==> src/rtl/reloc_pkg.sv <==
package reloc_pkg;
  typedef struct packed {
    logic loadBase;
    logic loadLimit;
    logic grant;
    logic bypass;
    logic rangeFault;
    logic privFault;
  } relocStrobes_t;
endpackage

==> src/rtl/reloc_ctrl.sv <==
module reloc_ctrl
  import reloc_pkg::*;
(
  input  logic          clk,
  input  logic          rstN,
  input  logic          reqValid,
  input  logic          reqKernel,
  input  logic          wrValid,
  input  logic          wrKernel,
  input  logic          wrSel,
  input  logic          inRange,
  output relocStrobes_t strobes,
  output logic          rspValid,
  output logic          rspFault,
  output logic          wrFault
);
  always_comb begin
    strobes            = '0;
    strobes.loadBase   = wrValid && wrKernel && !wrSel;
    strobes.loadLimit  = wrValid && wrKernel && wrSel;
    strobes.privFault  = wrValid && !wrKernel;
    strobes.bypass     = reqValid && reqKernel;
    strobes.grant      = reqValid && !reqKernel && inRange;
    strobes.rangeFault = reqValid && !reqKernel && !inRange;
  end

  always_ff @(posedge clk or negedge rstN) begin
    if (!rstN) begin
      rspValid <= 1'b0;
      rspFault <= 1'b0;
      wrFault  <= 1'b0;
    end else begin
      rspValid <= strobes.grant || strobes.bypass;
      rspFault <= strobes.rangeFault;
      wrFault  <= strobes.privFault;
    end
  end
endmodule

==> src/rtl/reloc_datapath.sv <==
module reloc_datapath
  import reloc_pkg::*;
#(
  parameter int ADDR_W = 16
) (
  input  logic              clk,
  input  logic              rstN,
  input  relocStrobes_t     strobes,
  input  logic [ADDR_W-1:0] reqAddr,
  input  logic [ADDR_W-1:0] wrData,
  output logic              inRange,
  output logic [ADDR_W-1:0] rspAddr
);
  logic [ADDR_W-1:0] baseReg;
  logic [ADDR_W-1:0] limitReg;
  logic [ADDR_W-1:0] relocSum;

  assign inRange  = reqAddr < limitReg;
  assign relocSum = reqAddr + baseReg;

  always_ff @(posedge clk or negedge rstN) begin
    if (!rstN) begin
      baseReg  <= '0;
      limitReg <= '0;
    end else begin
      if (strobes.loadBase)  baseReg  <= wrData;
      if (strobes.loadLimit) limitReg <= wrData;
    end
  end

  always_ff @(posedge clk or negedge rstN) begin
    if (!rstN)               rspAddr <= '0;
    else if (strobes.bypass) rspAddr <= reqAddr;
    else if (strobes.grant)  rspAddr <= relocSum;
    else                     rspAddr <= '0;
  end
endmodule

==> src/rtl/reloc_guard.sv <==
module reloc_guard
  import reloc_pkg::*;
#(
  parameter int ADDR_W = 16
) (
  input  logic              clk,
  input  logic              rstN,
  input  logic              reqValid,
  input  logic              reqKernel,
  input  logic [ADDR_W-1:0] reqAddr,
  input  logic              wrValid,
  input  logic              wrKernel,
  input  logic              wrSel,
  input  logic [ADDR_W-1:0] wrData,
  output logic              rspValid,
  output logic [ADDR_W-1:0] rspAddr,
  output logic              rspFault,
  output logic              wrFault
);
  relocStrobes_t strobes;
  logic          inRange;

  reloc_ctrl ctrl (
    .clk(clk), .rstN(rstN), .reqValid(reqValid), .reqKernel(reqKernel),
    .wrValid(wrValid), .wrKernel(wrKernel), .wrSel(wrSel), .inRange(inRange),
    .strobes(strobes), .rspValid(rspValid), .rspFault(rspFault), .wrFault(wrFault)
  );

  reloc_datapath #(.ADDR_W(ADDR_W)) dpath (
    .clk(clk), .rstN(rstN), .strobes(strobes), .reqAddr(reqAddr),
    .wrData(wrData), .inRange(inRange), .rspAddr(rspAddr)
  );
endmodule

==> config.mk <==
export PLATFORM = sky130hd
export DESIGN_NAME = reloc_guard
export DESIGN_NICKNAME = d
export VERILOG_FILES = /design/src/rtl/reloc_pkg.sv /design/src/rtl/reloc_ctrl.sv /design/src/rtl/reloc_datapath.sv /design/src/rtl/reloc_guard.sv
export SDC_FILE = /design/constraint.sdc
export NUM_CORES = 1
export LEC_CHECK = 0
export BUFFER_PORTS_ARGS = -buffer_cell sky130_fd_sc_hd__buf_2
export CAP_MARGIN = 20
export CORE_MARGIN = 10
export CORE_UTILIZATION = 45
export DETAILED_ROUTE_END_ITERATION = 12
export PLACE_DENSITY = 0.71
export SYNTH_ARGS = -nofsm -noshare
export SYNTH_HDL_FRONTEND = slang
export SYNTH_HIERARCHICAL = 1
export SYNTH_SLANG_ARGS = --single-unit
==> constraint.sdc <==
create_clock -name clk -period 2.4 [get_ports clk]
set_input_delay 0.24 -clock clk [delete_from_list [all_inputs] [get_ports clk]]
set_output_delay 0.24 -clock clk [all_outputs]
set_load 0.02 [all_outputs]
==> flow_summary.json <==
{
  "post-route-period-util": 1.07,
  "start_kind": "register",
  "synth-async-reset-ratio": 1.00,
  "p_int_mw": 1.62,
  "hold_depth": 2,
  "port-buffer-count": 57,
  "finalWorstSetupSlack_ns": -0.172,
  "place_hpwl_um": 5800,
  "rsz0062_at_grt": "yes",
  "drc_errors": 0,
  "cts.path.max_buffers": 2,
  "fin_crit_ns": 2.57,
  "initial_utilization": 0.467,
  "final_common_cell": "buf_2",
  "setup_viol": 1,
  "ios": 58,
  "seq_area_frac_synth": 0.428,
  "vias": 2469,
  "peakVddDrop_mv": 0.308,
  "status": "complete, but fails checks",
  "p_sw_uw": 866,
  "end_kind": "register",
  "synth_cell_types": 48,
  "wl_per_cell_um": 16.4,
  "path_max_fanout": 2,
  "dpl_cell_area_um2": 3430,
  "die_y_um": 101,
  "min_path_type": "input pin to register",
  "design_area_um2": 3610,
  "grt_max_degree": 23,
  "sequentialPowerShare": 0.420,
  "max-cap-violations": 0,
  "syn_area_per_cell_um2": 10.0,
  "fp-row-count": 29,
  "fin_worst_skew_ns": 0.00706,
  "r2r_cells": 12,
  "ys.flop_type": "dfrtp_1",
  "syn_inst": 298,
  "netSwitchingFraction": 0.348,
  "grt_pass1_wl_um": 12300,
  "track_usage": 0.147,
  "clk_latency_ns": 0.31,
  "cts_tree": "done",
  "antenna_cells": 0,
  "arrival_ns": 2.81,
  "crit_type": "register to register",
  "yosysWarnings": 6,
  "dieArea_um2": 10300,
  "nets": 440,
  "p_leak_nw": 1.78,
  "cts_root_buffer": "clkbuf_8",
  "fmax_mhz": 389,
  "avgViaCountPerCell": 5.51,
  "worstReg2RegStart": "dpath/limitReg[9]$_DFFE_PN0P_",
  "final_cell_mix": "buf_2, dfrtp_1, nand2_1",
  "synth_top_family_by_area": "compound AO/OA/AOI/OAI gates",
  "clkSinkCount": 51,
  "holdCritStartpoint": "wrKernel",
  "finalWirelength_um": 7360,
  "synth_compound_area_frac": 0.166,
  "dieWidth_um": 101,
  "core-area_um2": 6390,
  "synthAdderAreaFrac": 0.133,
  "synth_xor_area_frac": 0.0352,
  "rrSetupSlack_ns": -0.17,
  "synth_seq_cells": 51,
  "crit_required_ns": 2.64,
  "grt_pass1_vias": 2574,
  "dp_slack_ns": -0.147,
  "slew_viol_final": 0,
  "htreeDepth": 2,
  "cts.clk_slew.worst_paths_ns": 0.09,
  "power_density_nw_per_um2": 689,
  "maxSlewHeadroom": 0.595,
  "syn_nets": 368,
  "tightest_slew_ns": 0.608,
  "cts_buffers": 5,
  "grt_overflow": 0,
  "pwr-share-comb": 0.387,
  "postRouteAntennaNets": 0,
  "hold_path_end": "ctrl/wrFault$_DFF_PN0_",
  "antenna_found_initial": 0,
  "violations": "negative setup slack",
  "finalHoldViolations": 0,
  "syn2layout_area_growth_pct": 21.2,
  "netlist_area_um2": 2980,
  "first_pass_iters": 4,
  "synth_enable_flop_cells": 0,
  "fillerInstances": 556,
  "clkPwrFrac": 0.193,
  "drive_above_1_share": 0.329,
  "rr_endpoint": "dpath/rspAddr[15]$_DFF_PN0_",
  "gp_congestion": 0.853,
  "drt_iter0_drc": 154,
  "muxShareOfSynthArea": 0.0655,
  "synth-simple-area-share": 0.136
}
==> worst max path at each step <==
| stage | from | slack (ns) | cells after the start | to |
|---|---|---|---|---|
| 2_1_floorplan | dpath/limitReg[9]$_DFFE_PN0P_ | -0.04 | 12 | dpath/rspAddr[15]$_DFF_PN0_ |
| 3_3_place_gp | dpath/limitReg[9]$_DFFE_PN0P_ | -0.03 | 12 | dpath/rspAddr[15]$_DFF_PN0_ |
| 5_1_grt | dpath/limitReg[9]$_DFFE_PN0P_ | -0.26 | 12 | dpath/rspAddr[15]$_DFF_PN0_ |
| 6_report | dpath/limitReg[9]$_DFFE_PN0P_ | -0.17 | 12 | dpath/rspAddr[15]$_DFF_PN0_ |
| 4_1_cts | dpath/limitReg[9]$_DFFE_PN0P_ | -0.13 | 12 | dpath/rspAddr[15]$_DFF_PN0_ |
| 3_5_place_dp | dpath/limitReg[5]$_DFFE_PN0P_ | -0.15 | 12 | dpath/rspAddr[15]$_DFF_PN0_ |
==> routing by layer <==
layer / global-route usage / vias up / routed length [µm]
li1: - / 1196 / -
met1: 0.191 / 1177 / 3230
met2: 0.230 / 84 / 3490
met3: 0.0354 / 12 / 510
met4: 0.0611 / 0 / 128
met5: 0 / - / 0
==> critical path, cell delays in order, from the launching register on <==
cell      delay, ns
dfrtp_1        0.39
inv_2          0.07
ha_4           0.19
a21o_1         0.15
a21o_1         0.15
a211oi_2       0.23
o31ai_2        0.11
a21oi_2        0.13
and3b_1        0.21
nand2b_1       0.11
or4_4          0.50
a41oi_2        0.15
nand4b_1       0.13
==> power by group through the flow <==
stage                     clock network, mW  logic [mW]  registers (mW)
final                                 0.481       0.965            1.05
after global routing                  0.533        1.08            1.06
after CTS                             0.498       0.915            1.04
after detailed placement                  0       0.908            1.06
after global placement                    0       0.878            1.06
after floorplan                           0       0.595            1.09
==> Yosys cell counts, types with 2 or more instances <==
library cell,number,area (µm²)
a21oi_1,13,65.1
o211ai_1,3,22.5
nor3_1,4,20.0
xnor2_1,8,70.1
a41o_1,2,20.0
and3_1,2,12.5
a21o_1,8,60.1
mux2_2,16,180
buf_1,2,7.51
nand2b_1,3,18.8
nand2_1,37,139
o31ai_1,4,30.0
clkbuf_1,7,26.3
o21ai_0,32,160
o21a_1,2,15.0
nand4_1,3,18.8
dfrtp_1,51,1280
a211oi_1,2,15.0
and2_2,2,15.0
and2_1,3,18.8
ha_1,30,375
inv_1,19,71.3
nor2_1,8,30.0
nand3_1,6,30.0
xor2_1,4,35.0
and3b_1,2,17.5
nor2b_1,4,25.0
==> area by class of cell <==
type	count	area (µm²)	area share
Multi-Input combinational cell	218	1670	0.461
Sequential cell	51	1280	0.353
Timing Repair Buffer	75	423	0.117
Tap cell	77	96.3	0.0267
Clock buffer	7	76.3	0.0211
Inverter	19	71.3	0.0197
Clock inverter	1	5.00	0.00139
==> repair_timing <==
action | 4_1_cts | 5_1_grt
resized for setup | 1 | 19
endpoints found under the setup margin | 1 | 12
pin swaps | 2 | 12
gates cloned | 0 | 0
setup buffers | 1 | 2
hold buffers | 1 | 0
hold endpoints to repair | 15 | 0
==> sequential cells by signal (all words and copies together) (netlist names) <==
name            cells
ctrl/rspFault       1
ctrl/wrFault        1
dpath/baseReg      16
dpath/rspAddr      16
dpath/limitReg     16
ctrl/rspValid       1
==> cell families (layout without fill, tap and decap cells) <==
kind of cell             Yosys count  in the layout
AND/OR/NAND/NOR                   80             80
flip-flops                        51             51
adder cells (fa/ha/maj)           31             31
XOR/XNOR                          12             12
buffers and inverters             29            102
multiplexers                      17             17
AO/OA/AOI/OAI                     78             78
==> per-stage QoR <==
stage	hold WS, ns	utilization	power, mW	instances	TNS (ns)
floorplan	-0.0556	-	1.69	298	-0.0410
global placement	0.172	0.538	1.93	436	-0.0302
detailed placement	0.180	0.538	1.97	436	-0.147
CTS	0.0966	0.553	2.46	446	-0.128
global route	0.0946	0.566	2.67	448	-0.406
finish	0.104	0.566	2.49	448	-0.172
(Power assumes the default switching activity.)
